## src/rtl/env_bank_pkg.sv

```systemverilog
package env_bank_pkg;
  typedef enum logic [2:0] {
    ENV_IDLE,
    ENV_ATTACK,
    ENV_DECAY,
    ENV_SUSTAIN,
    ENV_RELEASE
  } env_state_e;
endpackage

```

## src/rtl/env_tick.sv

```systemverilog
module env_tick #(
  parameter int unsigned DIV = 4
) (
  input  logic clk_i,
  input  logic rst_ni,
  output logic tick_o
);
  generate
    if (DIV <= 1) begin : g_pass
      logic unused_in;
      assign unused_in = clk_i ^ rst_ni;
      assign tick_o = 1'b1;
    end else begin : g_cnt
      localparam int unsigned CW = $clog2(DIV);
      localparam logic [CW-1:0] LAST = CW'(DIV - 1);
      logic [CW-1:0] cnt_q;

      always_ff @(posedge clk_i or negedge rst_ni) begin
        if (!rst_ni)             cnt_q <= '0;
        else if (cnt_q == LAST)  cnt_q <= '0;
        else                     cnt_q <= cnt_q + 1'b1;
      end

      assign tick_o = (cnt_q == LAST);

      p_tick_gap_r6: assert property (@(posedge clk_i) disable iff (!rst_ni)
        tick_o |=> !tick_o);
    end
  endgenerate
endmodule

```

## src/rtl/env_voice.sv

```systemverilog
module env_voice
  import env_bank_pkg::*;
#(
  parameter int unsigned RATE_W = 8,
  parameter int unsigned SUS_W  = 8,
  parameter int unsigned LVL_W  = 12
) (
  input  logic              clk_i,
  input  logic              rst_ni,
  input  logic              tick_i,
  input  logic              trig_i,
  input  logic              rel_i,
  input  logic [RATE_W-1:0] attack_rate_i,
  input  logic [RATE_W-1:0] decay_rate_i,
  input  logic [SUS_W-1:0]  sustain_lvl_i,
  input  logic [RATE_W-1:0] release_rate_i,
  output logic [LVL_W-1:0]  level_o,
  output logic              busy_o,
  output logic              releasing_o
);
  localparam logic [LVL_W:0] FULL = {1'b0, {LVL_W{1'b1}}};

  env_state_e        state_q;
  logic [LVL_W-1:0]  lvl_q, sus_q, sus_scaled;
  logic [RATE_W-1:0] rate_q;
  logic [LVL_W:0]    step, lvl_ext, sus_ext, up_sum;

  // replicate sustain bits MSB-first to fill the level width
  always_comb begin
    for (int b = 0; b < int'(LVL_W); b++) begin
      sus_scaled[LVL_W-1-b] = sustain_lvl_i[SUS_W-1-(b % SUS_W)];
    end
  end

  assign step    = (LVL_W+1)'(rate_q);
  assign lvl_ext = {1'b0, lvl_q};
  assign sus_ext = {1'b0, sus_q};
  assign up_sum  = lvl_ext + step;

  always_ff @(posedge clk_i or negedge rst_ni) begin
    if (!rst_ni) begin
      state_q <= ENV_IDLE;
      lvl_q   <= '0;
      sus_q   <= '0;
      rate_q  <= '0;
    end else if (trig_i) begin
      state_q <= ENV_ATTACK;
      lvl_q   <= '0;
      rate_q  <= attack_rate_i;
    end else if (rel_i && (state_q inside {ENV_ATTACK, ENV_DECAY, ENV_SUSTAIN})) begin
      state_q <= ENV_RELEASE;
      rate_q  <= release_rate_i;
    end else if (tick_i) begin
      case (state_q)
        ENV_ATTACK: begin
          if (up_sum >= FULL) begin
            lvl_q   <= FULL[LVL_W-1:0];
            state_q <= ENV_DECAY;
            rate_q  <= decay_rate_i;
            sus_q   <= sus_scaled;
          end else begin
            lvl_q <= up_sum[LVL_W-1:0];
          end
        end
        ENV_DECAY: begin
          if (lvl_ext <= sus_ext + step) begin
            lvl_q   <= sus_q;
            state_q <= ENV_SUSTAIN;
          end else begin
            lvl_q <= lvl_q - LVL_W'(rate_q);
          end
        end
        ENV_RELEASE: begin
          if (lvl_ext <= step) begin
            lvl_q   <= '0;
            state_q <= ENV_IDLE;
          end else begin
            lvl_q <= lvl_q - LVL_W'(rate_q);
          end
        end
        default: ;
      endcase
    end
  end

  assign level_o     = lvl_q;
  assign busy_o      = (state_q != ENV_IDLE);
  assign releasing_o = (state_q == ENV_RELEASE);

  p_trig_zero_r11: assert property (@(posedge clk_i) disable iff (!rst_ni)
    trig_i |=> (lvl_q == '0 && state_q == ENV_ATTACK));
  p_hold_no_tick_r6: assert property (@(posedge clk_i) disable iff (!rst_ni)
    (!tick_i && !trig_i) |=> $stable(lvl_q));
  p_idle_zero_r9: assert property (@(posedge clk_i) disable iff (!rst_ni)
    (state_q == ENV_IDLE) |-> (lvl_q == '0));
  p_attack_rise_r7: assert property (@(posedge clk_i) disable iff (!rst_ni)
    (state_q == ENV_ATTACK && !trig_i) |=> (lvl_q >= $past(lvl_q)));
  p_release_fall_r9: assert property (@(posedge clk_i) disable iff (!rst_ni)
    (state_q == ENV_RELEASE) |=> (lvl_q <= $past(lvl_q)));
  p_sustain_hold_r8: assert property (@(posedge clk_i) disable iff (!rst_ni)
    (state_q == ENV_SUSTAIN && !trig_i && !rel_i) |=> $stable(lvl_q));
endmodule

```

## src/rtl/env_alloc.sv

```systemverilog
module env_alloc #(
  parameter int unsigned NUM_VOICES = 4,
  parameter int unsigned NOTE_W     = 7,
  parameter int unsigned LVL_W      = 12
) (
  input  logic                         clk_i,
  input  logic                         rst_ni,
  input  logic                         note_on_i,
  input  logic                         note_off_i,
  input  logic [NOTE_W-1:0]            note_i,
  input  logic [NUM_VOICES-1:0]        busy_i,
  input  logic [NUM_VOICES-1:0]        releasing_i,
  input  logic [NUM_VOICES*LVL_W-1:0]  level_i,
  output logic [NUM_VOICES-1:0]        trig_o,
  output logic [NUM_VOICES-1:0]        rel_o,
  output logic [NUM_VOICES-1:0]        held_o,
  output logic [NUM_VOICES*NOTE_W-1:0] note_o
);
  localparam int unsigned IDX_W = (NUM_VOICES > 1) ? $clog2(NUM_VOICES) : 1;

  logic [NOTE_W-1:0]     note_q [NUM_VOICES];
  logic [NUM_VOICES-1:0] held_q;

  logic             hit_ok, free_ok, vic_ok, pick_ok;
  logic [IDX_W-1:0] hit_idx, free_idx, vic_idx, pick_idx;
  logic [LVL_W-1:0] vic_lvl;

  always_comb begin
    hit_ok = 1'b0; hit_idx = '0;
    free_ok = 1'b0; free_idx = '0;
    vic_ok = 1'b0; vic_idx = '0; vic_lvl = '0;
    // descending scan: lowest index wins
    for (int i = NUM_VOICES - 1; i >= 0; i--) begin
      if (busy_i[i] && note_q[i] == note_i) begin
        hit_ok = 1'b1; hit_idx = IDX_W'(i);
      end
      if (!busy_i[i]) begin
        free_ok = 1'b1; free_idx = IDX_W'(i);
      end
    end
    // ascending scan with strict compare: ties keep lowest index
    for (int i = 0; i < int'(NUM_VOICES); i++) begin
      if (releasing_i[i] && (!vic_ok || level_i[i*LVL_W +: LVL_W] < vic_lvl)) begin
        vic_ok  = 1'b1;
        vic_idx = IDX_W'(i);
        vic_lvl = level_i[i*LVL_W +: LVL_W];
      end
    end
    pick_ok  = hit_ok | free_ok | vic_ok;
    pick_idx = hit_ok ? hit_idx : (free_ok ? free_idx : vic_idx);
    trig_o = '0;
    if (note_on_i && pick_ok) trig_o[pick_idx] = 1'b1;
    for (int i = 0; i < int'(NUM_VOICES); i++) begin
      rel_o[i] = note_off_i && !note_on_i && held_q[i] && (note_q[i] == note_i);
    end
  end

  always_ff @(posedge clk_i or negedge rst_ni) begin
    if (!rst_ni) begin
      held_q <= '0;
      for (int i = 0; i < int'(NUM_VOICES); i++) note_q[i] <= '0;
    end else begin
      for (int i = 0; i < int'(NUM_VOICES); i++) begin
        if (trig_o[i]) begin
          note_q[i] <= note_i;
          held_q[i] <= 1'b1;
        end else if (rel_o[i]) begin
          held_q[i] <= 1'b0;
        end
      end
    end
  end

  assign held_o = held_q;

  p_one_trig_r1: assert property (@(posedge clk_i) disable iff (!rst_ni)
    $onehot0(trig_o));

  for (genvar g = 0; g < NUM_VOICES; g++) begin : g_out
    assign note_o[g*NOTE_W +: NOTE_W] = note_q[g];

    p_no_steal_held_r4: assert property (@(posedge clk_i) disable iff (!rst_ni)
      (trig_o[g] && held_q[g]) |-> (note_q[g] == note_i));
    p_rel_held_only_r5: assert property (@(posedge clk_i) disable iff (!rst_ni)
      rel_o[g] |=> !held_o[g]);
    p_steal_releasing_r3: assert property (@(posedge clk_i) disable iff (!rst_ni)
      (trig_o[g] && busy_i[g] && note_q[g] != note_i) |-> releasing_i[g]);
  end
endmodule

```

## src/rtl/env_bank.sv

```systemverilog
module env_bank #(
  parameter int unsigned NUM_VOICES = 4,
  parameter int unsigned NOTE_W     = 7,
  parameter int unsigned RATE_W     = 8,
  parameter int unsigned SUS_W      = 8,
  parameter int unsigned LVL_W      = 12,
  parameter int unsigned TICK_DIV   = 4
) (
  input  logic                         clk_i,
  input  logic                         rst_ni,
  input  logic                         note_on_i,
  input  logic                         note_off_i,
  input  logic [NOTE_W-1:0]            note_i,
  input  logic [NUM_VOICES*RATE_W-1:0] attack_rate_i,
  input  logic [NUM_VOICES*RATE_W-1:0] decay_rate_i,
  input  logic [NUM_VOICES*SUS_W-1:0]  sustain_lvl_i,
  input  logic [NUM_VOICES*RATE_W-1:0] release_rate_i,
  output logic [NUM_VOICES*LVL_W-1:0]  level_o,
  output logic [NUM_VOICES-1:0]        gate_o,
  output logic [NUM_VOICES*NOTE_W-1:0] voice_note_o
);
  logic                        tick;
  logic [NUM_VOICES-1:0]       busy, releasing, trig, rel;
  logic [NUM_VOICES*LVL_W-1:0] lvl_flat;

  env_tick #(.DIV(TICK_DIV)) u_tick (
    .clk_i  (clk_i),
    .rst_ni (rst_ni),
    .tick_o (tick)
  );

  env_alloc #(
    .NUM_VOICES (NUM_VOICES),
    .NOTE_W     (NOTE_W),
    .LVL_W      (LVL_W)
  ) u_alloc (
    .clk_i       (clk_i),
    .rst_ni      (rst_ni),
    .note_on_i   (note_on_i),
    .note_off_i  (note_off_i),
    .note_i      (note_i),
    .busy_i      (busy),
    .releasing_i (releasing),
    .level_i     (lvl_flat),
    .trig_o      (trig),
    .rel_o       (rel),
    .held_o      (gate_o),
    .note_o      (voice_note_o)
  );

  for (genvar v = 0; v < NUM_VOICES; v++) begin : g_voice
    env_voice #(
      .RATE_W (RATE_W),
      .SUS_W  (SUS_W),
      .LVL_W  (LVL_W)
    ) u_voice (
      .clk_i          (clk_i),
      .rst_ni         (rst_ni),
      .tick_i         (tick),
      .trig_i         (trig[v]),
      .rel_i          (rel[v]),
      .attack_rate_i  (attack_rate_i[v*RATE_W +: RATE_W]),
      .decay_rate_i   (decay_rate_i[v*RATE_W +: RATE_W]),
      .sustain_lvl_i  (sustain_lvl_i[v*SUS_W +: SUS_W]),
      .release_rate_i (release_rate_i[v*RATE_W +: RATE_W]),
      .level_o        (lvl_flat[v*LVL_W +: LVL_W]),
      .busy_o         (busy[v]),
      .releasing_o    (releasing[v])
    );
  end

  assign level_o = lvl_flat;
endmodule

```

## config.mk

```make
export PLATFORM = sky130hd
export DESIGN_NAME = env_bank
export DESIGN_NICKNAME = d
export VERILOG_FILES = /design/src/rtl/env_bank_pkg.sv /design/src/rtl/env_tick.sv /design/src/rtl/env_voice.sv /design/src/rtl/env_alloc.sv /design/src/rtl/env_bank.sv
export SDC_FILE = /design/constraint.sdc
export NUM_CORES = 1
export LEC_CHECK = 0
export ABC_AREA = 1
export BUFFER_PORTS_ARGS = -buffer_cell sky130_fd_sc_hd__buf_4
export CAP_MARGIN = 40
export CORE_MARGIN = 1
export CORE_UTILIZATION = 45
export DETAILED_ROUTE_END_ITERATION = 12
export HOLD_SLACK_MARGIN = 0.1
export MAX_ROUTING_LAYER = met4
export PLACE_DENSITY = 0.69
export SLEW_MARGIN = 10
export SYNTH_ARGS = -nofsm -noshare
export SYNTH_HDL_FRONTEND = slang
export SYNTH_HIERARCHICAL = 1
export SYNTH_SLANG_ARGS = --single-unit
```

## constraint.sdc

```tcl
create_clock -name clk_i -period 7.6 [get_ports clk_i]
set_input_delay 0.38 -clock clk_i [delete_from_list [all_inputs] [get_ports clk_i]]
set_output_delay 0.38 -clock clk_i [all_outputs]
set_load 0.02 [all_outputs]
```

# ---- After elaboration in Yosys (flattened, before gate mapping)
# Index checks and enable logic that the tools add are counted.
dict set report classes {
  add_sub_neg 13
  order_cmp 17
  eq_ne 37
  muxes 116
  bitwise_logic 10
  reduce_logical 81
}
# cell n
set ops {}
lappend ops {{$mux 12} 27}
lappend ops {{$mux 8} 20}
lappend ops {{$pmux 12 s3} 4}
lappend ops {{$add 12x8->13} 8}
lappend ops {{$mux 3} 24}
lappend ops {{$reduce_bool 3->1} 20}
lappend ops {{$ge 13x12->1 const B} 4}
lappend ops {{$le 12x13->1} 4}
lappend ops {{$le 12x8->1} 4}
lappend ops {{$ne 4x4->1 const B} 12}
lappend ops {{$sub 12x8->12} 4}
lappend ops {{$reduce_and 5->1} 8}
lappend ops {{$lt 12x12->1} 3}
lappend ops {{$pmux 3 s3} 4}
lappend ops {{$eq 7x7->1} 4}
lappend ops {{$mux 2} 13}
lappend ops {{$eq 3x2->1 const B} 8}
lappend ops {{$reduce_and 3->1} 8}
lappend ops {{$logic_and 1x1->1} 22}
lappend ops {{$mux 1} 22}
lappend ops {{$reduce_bool 5->1} 4}
lappend ops {{$reduce_bool 2->1} 8}
lappend ops {{$reduce_bool 4->1} 4}
lappend ops {{$eq 3x1->1 const B} 4}
lappend ops {{other kinds (12)} 31}
dict set report totals {
  ff_bits 174
  inputBits 139
  output_inout_bits 80
  word_cells 299
}

# ---- Depth between registers and ports, before layout
# Gate-level depths: netlist (run 1).
dict set report depth {
  ltp_word 23
  mapped_depth 52
  mapped_depth_nobuf 48
}

# ---- Hierarchy
# Netlist (run 1), hierarchy kept.
# mod n_inst cells_per_inst area_per_inst_um2
set modules_own_cells {}
lappend modules_own_cells {{env_voice at g_voice[1].u_voice ...} 2 620 3814.9}
lappend modules_own_cells {{env_voice at g_voice[3].u_voice} 1 625 3903.7}
lappend modules_own_cells {{env_voice at g_voice[0].u_voice} 1 614 3871.2}
lappend modules_own_cells {env_alloc 1 409 2934.1}
lappend modules_own_cells {env_tick 1 4 66.3}

# ---- Worst setup path before layout (run 1)
# No wires, ideal clock.
dict set report synth_path {
  kind {reg2reg}
  start {reg g_voice[0].u_voice.state_q[1]}
  end {reg g_voice[0].u_voice.sus_q[9]}
  setup_time_ns 0.117
  t_arrival_ns 6.326
  required_ns 7.483
  slack_ns 1.158
  path_stages_with_launch 48
  n_path_buf 3
  period_less_slack_ns 6.442
  path_cell_list {dfrtp_1 -> nor2_1 -> inv_1 -> nor2_1 -> clkbuf_1 -> nand2_1 -> ha_1 -> nand2_1 -> inv_1 -> nand2_1 -> a21oi_1 -> nor2_1 -> nand2_1 -> nand2_2 -> nand2_2 -> clkbuf_1 -> nand2_1 -> o21ai_0 -> (+12 left out) -> nor2_1 -> a211oi_1 -> o221a_2 -> nand2_1 -> nand2_1 -> nand2_1 -> nand2_1 -> nand2_1 -> nand2_2 -> nand2_4 -> nand3_2 -> inv_1 -> nor2_4 -> inv_1 -> nor3_4 -> nand2_2 -> nand2_1 -> nand2_1}
}
dict set report synth_between {
  elab_chain_len 23
}
# element line_no
set synth_rtl {}
lappend synth_rtl {{start, declared} env_voice.sv:23} ;# env_state_e state_q;
lappend synth_rtl {{start signal, assigned} env_voice.sv:42} ;# state_q <= ENV_IDLE;
lappend synth_rtl {{start signal, assigned} env_voice.sv:47} ;# state_q <= ENV_ATTACK;
lappend synth_rtl {{start signal, assigned} env_voice.sv:51} ;# state_q <= ENV_RELEASE;
lappend synth_rtl {{$eq 3x3->1 (*)} env_voice.sv:88} ;# assign releasing_o = (state_q == ENV_RELEASE);
lappend synth_rtl {{via releasing[0]} env_bank.sv:23} ;# logic [NUM_VOICES-1:0] busy, releasing, trig, rel;
lappend synth_rtl {{$mux 12 or $mux 1 (tied branches)} env_alloc.sv:43} ;# if (releasing_i[i] && (!vic_ok || level_i[i*LVL_W +: LVL_W] < vic_lvl)) begin
lappend synth_rtl {{$lt 12x12->1 or $logic_not 1->1 (tied branches)} env_alloc.sv:43}
lappend synth_rtl {{$logic_or 1x1->1} env_alloc.sv:43}
lappend synth_rtl {{$logic_and 1x1->1} env_alloc.sv:43}
lappend synth_rtl {{$mux 12 or $mux 1 (tied branches)} env_alloc.sv:43}
lappend synth_rtl {{$lt 12x12->1 or $logic_not 1->1 (tied branches)} env_alloc.sv:43}
lappend synth_rtl {{(+9 left out)} --}
lappend synth_rtl {{$lt 2x3->1 (not written as such) or $ge 2x1->1 (tied branches)} env_alloc.sv:52} ;# if (note_on_i && pick_ok) trig_o[pick_idx] = 1'b1;
lappend synth_rtl {{$logic_and 1x1->1 (not written as such)} env_alloc.sv:52}
lappend synth_rtl {{$mux 1 (not written as such)} env_alloc.sv:52}
lappend synth_rtl {{$demux 1 s2} --}
lappend synth_rtl {{$mux 4 (*)} env_alloc.sv:52}
lappend synth_rtl {{via trig[0]} env_bank.sv:23}
lappend synth_rtl {{$not 1->1 (no line) (*)} --}
lappend synth_rtl {{$reduce_and 5->1 (no line) (*)} --}
lappend synth_rtl {{end signal, assigned} env_voice.sv:60} ;# sus_q <= sus_scaled;
lappend synth_rtl {{end, declared} env_voice.sv:24} ;# logic [LVL_W-1:0] lvl_q, sus_q, sus_scaled;
# The timed path passes the listed nets; every way through them passes the cells marked *.
# A chain may end at the register's enable or synchronous reset.

# ---- Worst setup path after layout (run 1)
dict set report layout_path {
  start {reg g_voice[0].u_voice.state_q[1]}
  end {reg g_voice[0].u_voice.sus_q[10]}
}
# The elaborated chain is that of the path after synthesis.

==> flow_summary.yaml, run 1 <==
final_layout:
  layout.cells.non_filler: 3633
  layout.nets: 3424
  syn2layout_area_growth_pct: 15.2
  layout-drive-gt1-share: 0.135
  final_area_um2: 21200
  antenna_cells: 0
setup_path:
  cp.required_ns: 7.95
  endpoint_kind: "flop"
  slowest_delay_ns: 0.42
  cp_slowest_cell: "dfrtp_1"
  critPathArrivalTime_ns: 7.38
  timing.rr.end: "g_voice[0].u_voice/sus_q[10]"
  reg2reg_depth: 45
  startpoint: "g_voice[0].u_voice/state_q[1]"
  path_max_fanout: 24
  crit_top_cell: "nand2_1"
  crit_path_end: "g_voice[0].u_voice/sus_q[10]"
  r2r_slack_ns: 0.56
  worst_setup_path_start_kind: "flop"
  r2r_start: "g_voice[0].u_voice/state_q[1]"
  critical_path_class: "flop to flop"
global_routing:
  antenna_found_initial: 0
  grt_max_degree: 87
  grt_usage: 0.304
  grt_pass1_vias: 18777
  grt_pass1_wl_um: 97300
  grt_overflow_total: 0
power_and_ir_drop:
  p_leak_nw: 11.6
  ir_worst_vdd_mv: 0.193
  powerDensity_nw_per_um2: 459
  p_total_w: 0.00972
status:
  status: "complete, no violations"
sta:
  fin_crit_sh: 0.926
  finalHoldViolCount: 0
  skew_ns: 0.00985
  setup_tns_ns: 0
  worst_slack_ns: 0.561
  rsz0062_at_grt: "false"
  fin_crit_ns: 7.04
  worst_pin_slew_ns: 0.982
  max_freq_ghz: 0.142
  drv_slew: 0
  slew-limit-headroom: 0.345
  setup_viol: 0
die:
  start_util: 0.460
  dieArea_um2: 41700
  die_w_um: 204
  ios: 219
  fp-row-count: 73
  core_area_um2: 40000
  die_h_um: 204
detailed_routing:
  dr.first_iter.drc_count: 1585
  first_pass_iters: 6
  drt.antenna.violating_nets: 0
  vias_per_cell: 5.39
  wl_per_cell_um: 16.8
  drc: 0
  drt_wl_total_um: 61200
  via_count: 19572
yosys:
  synth_async_sr_flop_share: 1.00
  synth_top_cell_by_area: "dfrtp_1"
  synth_commonest_cells: "nand2_1 (1016), nand3_1 (346), inv_1 (327)"
  synth-seq-cells: 158
  netlist_instances: 2892
  avgSynthCellArea_um2: 6.36
  yosys.area.top_type_share: 0.215
  synth.distinct_cells: 55
  synth_edf_count: 0
  syn_area_um2: 18400
  syn-num-nets: 3221
  ys_top_cells_by_area: "dfrtp_1 (21%), nand2_1 (21%), ha_1 (12%)"
  synth_most_common_cell: "nand2_1"
  seq_area_frac_synth: 0.215
  synth_top_flop_cell: "dfrtp_1"
  yosysWarnings: 6
clock_tree:
  ctsHtreeMaxLevel: 4
  clkLatencyLatePin_ns: 0.46
  cts_inserted_buffers: 17
  cts_max_path_buffers: 2
  path_clk_slew_ns: 0.07
  cts_tree: "done"
  clockRootBuffer: "clkbuf_16"
  cts_sinks: 158
place:
  place_area_um2: 20500
  port_buffers: 218
  pre_cts_ws_ns: 0.153
  dp.cells: 3593
  gp_congestion: 0.993
  hpwl_um: 49200
min_path:
  hold_class: "primary input to flop"
run:
  drv_cap: 0
==> registers in the layout, summed over array words and instances (netlist names) <==
register,cells
g_voice.u_voice/level_o,48
g_voice.u_voice/rate_q,32
g_voice.u_voice/sus_q,32
u_alloc/note_o,28
g_voice.u_voice/state_q,12
u_alloc/held_o,4
u_tick/g_cnt.cnt_q,2
==> metal layers <==
| metal | routed length (um) | GRT usage |
|---|---|---|
| met5 | 0 | - |
| met3 | 2620 | 0.0263 |
| met1 | 27400 | 0.386 |
| met4 | 1760 | 0.103 |
| met2 | 29400 | 0.505 |
==> critical path, delay by kind of cell (launching register included) <==
family	cells	cell delay [ns]
adders and majority gates	3	0.94
buffers and inverters	6	0.96
DFF	1	0.42
AOI/OAI and AO/OA	9	1.59
and+or+nand+nor	27	3.00
==> what timing repair did <==
item | CTS | global route
gates resized for setup | 0 | 8
hold buffers | 1 | 0
endpoints found under the hold margin | 85 | 0
setup endpoints to repair | 0 | 74
buffers inserted | 0 | 6
==> report_power, final <==
group          internal, W  switching [W]  total [W]
sequential         0.00113       0.000624    0.00176
clock             0.000480       0.000382   0.000862
combinational      0.00244        0.00467    0.00710
==> cell families after synthesis <==
kind of cell | Yosys count | share of synthesized area
XOR/XNOR | 97 | 0.0462
buffers and inverters | 419 | 0.0931
AND/OR/NAND/NOR | 1772 | 0.431
AO/OA/AOI/OAI | 256 | 0.0810
adder cells (fa/ha/maj) | 190 | 0.134
flip-flops | 158 | 0.215
==> layout by cell type (no fill, tap or decap), types with 12 or more instances in the layout <==
cell and n:
xnor2_1 26, nand2_1 1016, xor2_1 71, a22oi_1 16, nor2_1 203, a31oi_1 12
clkbuf_16 17, nand3_1 346, nor3_1 35, nor2_2 24, nand4_1 54, nand2_2 22
fa_1 12, buf_4 241, o21ai_0 74, inv_1 327, dfrtp_1 158, ha_1 178
inv_2 26, a21oi_1 106
==> worst min path at each step <==
stage | start | to | slack (ns) | cells past startpoint
floorplan | rst_ni | g_voice[0].u_voice/level_o[0] | 0.08 | 0
global placement | u_tick/g_cnt.cnt_q[0] | u_tick/g_cnt.cnt_q[0] | 0.41 | 1
detailed placement | u_tick/g_cnt.cnt_q[0] | u_tick/g_cnt.cnt_q[0] | 0.43 | 1
CTS | sustain_lvl_i[8] | g_voice[1].u_voice/sus_q[4] | 0.13 | 3
global route | sustain_lvl_i[21] | g_voice[2].u_voice/sus_q[9] | 0.15 | 3
finish | sustain_lvl_i[8] | g_voice[1].u_voice/sus_q[4] | 0.15 | 3
==> area by class of cell <==
class	instances	area, um^2
Clock buffer	22	474
Timing Repair Buffer	246	1900
Fill cell	4092	18800
Sequential cell	158	3950
Multi-Input combinational cell	2315	12800
Tap cell	525	657
Inverter	357	1340
Clock inverter	10	104
==> metrics by stage <==
stage,hold slack [ns],util
3_5_place_dp,0.432,0.512
5_1_grt,0.147,0.530
2_1_floorplan,0.0844,-
6_report,0.145,0.530
4_1_cts,0.129,0.527
3_3_place_gp,0.414,0.512
Note: power is estimated with default switching activity, not from simulation.
==> inputs of run 2 (changes only) <==
CTS_BUF_LIST = sky130_fd_sc_hd__clkbuf_16   (was unset)
==> flow_summary.yaml, run 2 (same netlist as run 1, synthesis figures left out) <==
place:
  gp_congestion: 0.993
  port_buffers: 218
  hpwl_um: 49200
setup_path:
  slowest_delay_ns: 0.42
  crit_top_cell: "nand2_1"
  r2r_slack_ns: 0.57
  critPathArrivalTime_ns: 7.38
  cp_slowest_cell: "dfrtp_1"
  timing.rr.end: "g_voice[0].u_voice/sus_q[10]"
  reg2reg_depth: 46
  endpoint_kind: "flop"
  worst_setup_path_start_kind: "flop"
  path_max_fanout: 24
  cp.required_ns: 7.95
  r2r_start: "g_voice[0].u_voice/state_q[1]"
  critical_path_class: "flop to flop"
power_and_ir_drop:
  ir_worst_vdd_mv: 0.191
  p_leak_nw: 11.6
  powerDensity_nw_per_um2: 458
  p_total_w: 0.00970
min_path:
  min_from: "sustain_lvl_i[8]"
  holdPathStages: 3
  worstHoldEndpoint: "g_voice[1].u_voice/sus_q[4]"
  hold_class: "primary input to flop"
global_routing:
  met2_usage: 0.505
  grt_overflow_total: 0
  grt_pass1_vias: 18761
  grt.busiest_layer: "met2"
  met3_usage: 0.0263
  antenna_found_initial: 0
  grtUsageMet1: 0.387
  grt_pass1_wl_um: 97300
  grt_usage: 0.304
  grt_max_degree: 87
sta:
  max_freq_ghz: 0.142
  drv_slew: 0
  finalHoldViolCount: 0
  slew-limit-headroom: 0.350
  worst_pin_slew_ns: 0.976
  setup_tns_ns: 0
  fin_crit_ns: 7.03
  fin_crit_sh: 0.925
  skew_ns: 0.0110
  setup_viol: 0
  rsz0062_at_grt: "false"
detailed_routing:
  drc: 0
  dr.first_iter.drc_count: 1438
  drt_wl_total_um: 61300
  first_pass_iters: 6
  via_count: 19475
  drt.antenna.violating_nets: 0
  wl_per_cell_um: 16.9
  vias_per_cell: 5.36
final_layout:
  layout.nets: 3424
  seqCellArea_um2: 3950
  n_fill_cell: 4100
  largest_reg_flops: 48
  antenna_cells: 0
  multi_input_area_um2: 12800
  mostFrequentLayoutCell: "nand2_1"
  layout_common_cells: "nand2_1 (1016), nand3_1 (346), inv_1 (329), buf_4 (241), nor2_1 (203)"
  syn2layout_area_growth_pct: 15.0
  layout-drive-gt1-share: 0.134
die:
  ios: 219
  fp-row-count: 73
  dieArea_um2: 41700
  core_area_um2: 40000
  die_w_um: 204
  die_h_um: 204
  start_util: 0.460
status:
  status: "complete, no violations"
clock_tree:
  cts_inserted_buffers: 17
  clkLatencyLatePin_ns: 0.46
  ctsHtreeMaxLevel: 4
  path_clk_slew_ns: 0.07
  cts_tree: "done"
  cts_sinks: 158
  clockRootBuffer: "clkbuf_16"
  cts_max_path_buffers: 2
run:
  drv_cap: 0
## run 2: changes by cell type in the layout (fill, tap and decap cells not counted)
cell	before	now
clkbuf_8	3	0
clkinv_1	3	6
inv_1	327	329
clkbuf_1	2	0
## run 2: how the worst max path moves through the flow
stage                                         endpoint  cells past startpoint                          start  slack, ns
final                     g_voice[0].u_voice/sus_q[10]                     46  g_voice[0].u_voice/state_q[1]       0.57
after global routing       g_voice[0].u_voice/sus_q[3]                     48  g_voice[0].u_voice/state_q[1]       0.03
after CTS                  g_voice[2].u_voice/sus_q[6]                     43  g_voice[0].u_voice/state_q[1]       0.11
after detailed placement   g_voice[2].u_voice/sus_q[6]                     43  g_voice[0].u_voice/state_q[1]       0.15
after global placement     g_voice[2].u_voice/sus_q[9]                     43  g_voice[0].u_voice/state_q[1]       0.34
after floorplan            g_voice[0].u_voice/sus_q[9]                     47  g_voice[0].u_voice/state_q[1]       1.16
## run 2: repair_timing
item | 4_1_cts | 5_1_grt
endpoints found under the hold margin | 85 | 0
resized for setup | 0 | 8
buffers inserted | 0 | 6
setup endpoints to repair | 0 | 74
hold buffers | 1 | 0
## run 2: stage by stage
stage / setup slack, ns / cells / hold WS [ns] / cell area, um^2 / util
2_1_floorplan: 1.16 / 2892 / 0.0844 / 18400 / -
3_3_place_gp: 0.342 / 3592 / 0.414 / 20500 / 0.512
3_5_place_dp: 0.153 / 3593 / 0.432 / 20500 / 0.512
4_1_cts: 0.114 / 3626 / 0.127 / 21100 / 0.526
5_1_grt: 0.0302 / 3633 / 0.146 / 21200 / 0.529
6_report: 0.569 / 3633 / 0.146 / 21200 / 0.529
## run 2: metal layers
metal,wire (um),part of all wire
met5,0,0
met4,1730,0.028
met3,2630,0.043
met2,29600,0.48
met1,27400,0.45
## run 2: worst max-delay path: cells and delay by family, from the launching register on
| kind | cells | cell delay [ns] |
|---|---|---|
| and+or+nand+nor | 28 | 3.14 |
| adders and majority gates | 3 | 0.94 |
| buffers and inverters | 6 | 0.96 |
| AOI/OAI and AO/OA | 9 | 1.46 |
| DFF | 1 | 0.42 |
## run 2: where the power goes
| group | internal [W] | switching, W |
|---|---|---|
| clock | 0.000447 | 0.000381 |
| combinational | 0.00244 | 0.00467 |
| sequential | 0.00113 | 0.000622 |
## run 2: area by class of cell
| cell class | instances | share of cell area |
|---|---|---|
| clock buffer | 17 | 0.0201 |
| clock inverter | 15 | 0.00579 |
| inverter | 357 | 0.0634 |
| multi-input combinational | 2315 | 0.603 |
| sequential | 158 | 0.187 |
| tap | 525 | 0.0310 |
| timing repair buffer | 246 | 0.0896 |
==> inputs of run 3 (changes only) <==
PLACE_DENSITY = 0.7   (was 0.69)
SYNTH_HIERARCHICAL = unset   (was 1)
clock period = 9.1 ns   (was 7.6 ns; I/O delays follow)
==> flow_summary.yaml, run 3 <==
detailed_routing:
  wl_per_cell_um: 17.0
  dr.first_iter.drc_count: 1032
  via_count: 16198
  drt.antenna.violating_nets: 0
  first_pass_iters: 5
  drt_wl_total_um: 50400
  drc: 0
  vias_per_cell: 5.48
clock_tree:
  clockRootBuffer: "clkbuf_16"
  ctsHtreeMaxLevel: 4
  cts_max_path_buffers: 2
  clkLatencyLatePin_ns: 0.44
  cts_sinks: 158
  cts_setup_buffers: 0
  path_clk_slew_ns: 0.06
  ctsResizeCount: 0
  cts_hold_buffers: 1
  cts_inserted_buffers: 17
  cts_tree: "done"
yosys:
  syn_area_um2: 16000
  synth_top_flop_cell: "dfrtp_1"
  yosysWarnings: 0
  synth_async_sr_flop_share: 1.00
  ys_top_cells_by_area: "dfrtp_1 (25%), nand2_1 (15%), ha_1 (14%)"
  synth-seq-cells: 158
  yosys.area.top_type_share: 0.247
  syn-num-nets: 2637
  synth_commonest_cells: "nand2_1 (654), inv_1 (273), ha_1 (178), o21ai_0 (178), dfrtp_1 (158)"
  avgSynthCellArea_um2: 6.92
  synth_edf_count: 0
  netlist_instances: 2308
  synth_top_cell_by_area: "dfrtp_1"
  seq_area_frac_synth: 0.247
  synth_most_common_cell: "nand2_1"
  synth.distinct_cells: 62
setup_path:
  critPathArrivalTime_ns: 7.42
  endpoint_kind: "flop"
  cp.required_ns: 9.43
  crit_top_cell: "nand2_1"
  path_max_fanout: 23
  slowest_delay_ns: 0.58
  worst_setup_path_start_kind: "flop"
  critical_path_class: "flop to flop"
  r2r_slack_ns: 2.01
  cp_slowest_cell: "nand3_1"
status:
  status: "complete, no violations"
power_and_ir_drop:
  p_comb_frac: 0.676
  p_leak_nw: 9.91
  pwr-share-seq: 0.223
  p_sw_frac: 0.553
  p_clk_frac: 0.101
  p_int_w: 0.00294
  p_switching_w: 0.00363
  ir_worst_vdd_mv: 0.194
  powerDensity_nw_per_um2: 353
  p_total_w: 0.00657
place:
  place_area_um2: 18100
  gp_congestion: 0.963
  pre_cts_ws_ns: 2.08
  hpwl_um: 40300
  port_buffers: 218
sta:
  setup_viol: 0
  worst_pin_slew_ns: 0.796
  fin_crit_sh: 0.779
  fin_crit_ns: 7.09
  setup_tns_ns: 0
  skew_ns: 0.0112
  max_freq_ghz: 0.141
  finalHoldViolCount: 0
  drv_slew: 0
  worst_slack_ns: 2.01
  rsz0062_at_grt: "false"
  slew-limit-headroom: 0.467
global_routing:
  grt_usage: 0.289
  grt_pass1_vias: 15510
  antenna_found_initial: 0
  grt_max_degree: 63
  grt_overflow_total: 0
  grt_pass1_wl_um: 80500
min_path:
  hold_class: "primary input to flop"
run:
  drv_cap: 0
final_layout:
  layout.nets: 2819
  n_fill_cell: 3439
  layout_common_cells: "nand2_1 (654), inv_1 (273), buf_4 (227), o21ai_0 (178), ha_1 (178)"
  syn2layout_area_growth_pct: 16.4
  layout-drive-gt1-share: 0.120
  antenna_cells: 0
  final_area_um2: 18600
  largest_reg_flops: 48
  mostFrequentLayoutCell: "nand2_1"
  final_util: 0.536
die:
  fp-row-count: 68
  die_w_um: 190
  start_util: 0.460
  core_area_um2: 34700
  dieArea_um2: 36300
  ios: 219
  die_h_um: 190
[run 3: changes by cell type after synthesis, sizes merged, moves of 15 or more]
| cell | before | now |
|---|---|---|
| a21oi | 116 | 146 |
| buf | 41 | 21 |
| clkbuf | 21 | 51 |
| inv | 354 | 276 |
| nand2 | 1054 | 660 |
| nand3 | 362 | 107 |
| nor2 | 236 | 125 |
| nor3 | 46 | 31 |
| o21ai | 85 | 193 |
| o21bai | 4 | 40 |
| xor2 | 71 | 101 |
[run 3: kinds of logic (layout without fill, tap and decap cells)]
group           after synthesis  in the layout  synth area share
buf+inv                     351            546            0.0871
simple gates               1010           1010             0.270
fa+ha+maj                   190            190             0.154
compound gates              466            466             0.168
mux                           1              1          0.000705
flops                       158            158             0.247
xor+xnor                    132            132            0.0723
[run 3: metal layers]
metal,share of wire,track usage,vias up
met5,0,-,-
met4,0.020,0.0775,0
met3,0.061,0.0353,75
met2,0.46,0.464,559
met1,0.46,0.383,7533
li1,-,-,8031
[run 3: final timing paths]
kind	from	end	cells past startpoint
worst min-delay path	sustain_lvl_i[16]	g_voice[2].u_voice.sus_q[4]	3
min in group asynchronous	rst_ni	g_voice[1].u_voice.sus_q[8]	2
worst max-delay path	g_voice[0].u_voice.state_q[0]	g_voice[2].u_voice.sus_q[5]	37
worst max register to register	g_voice[0].u_voice.state_q[0]	g_voice[2].u_voice.sus_q[5]	37
worst min register to register	u_tick.g_cnt.cnt_q[0]	u_tick.g_cnt.cnt_q[0]	1
max in group asynchronous	rst_ni	g_voice[3].u_voice.sus_q[4]	4
[run 3: final cells by class]
type | instances | area (um^2) | share of cell area
Timing Repair Buffer | 235 | 1840 | 0.0991
Sequential cell | 158 | 3950 | 0.213
Clock buffer | 17 | 425 | 0.0229
Tap cell | 455 | 569 | 0.0306
Clock inverter | 15 | 113 | 0.00605
Inverter | 279 | 1050 | 0.0563
Multi-Input combinational cell | 1799 | 10700 | 0.573
[run 3: power by group through the flow]
stage,Combinational (W),Sequential (W),Clock (W)
2_1_floorplan,0.00313,0.00141,0
3_3_place_gp,0.00429,0.00147,0
3_5_place_dp,0.00437,0.00147,0
4_1_cts,0.00440,0.00146,0.000676
5_1_grt,0.00501,0.00150,0.000706
6_report,0.00444,0.00147,0.000664
[run 3: worst max-delay path: cells and delay by family (launching register included)]
kind | cells | cell delay, ns
adder cells (fa/ha/maj) | 3 | 0.92
buffers and inverters | 2 | 0.52
AO/OA/AOI/OAI | 9 | 1.86
AND/OR/NAND/NOR | 23 | 3.22
flip-flops | 1 | 0.42
[run 3: metrics by stage]
step | hold slack, ns | std cells
2_1_floorplan | 0.159 | 2308
3_3_place_gp | 0.414 | 2919
3_5_place_dp | 0.418 | 2925
4_1_cts | 0.217 | 2958
5_1_grt | 0.237 | 2958
6_report | 0.230 | 2958
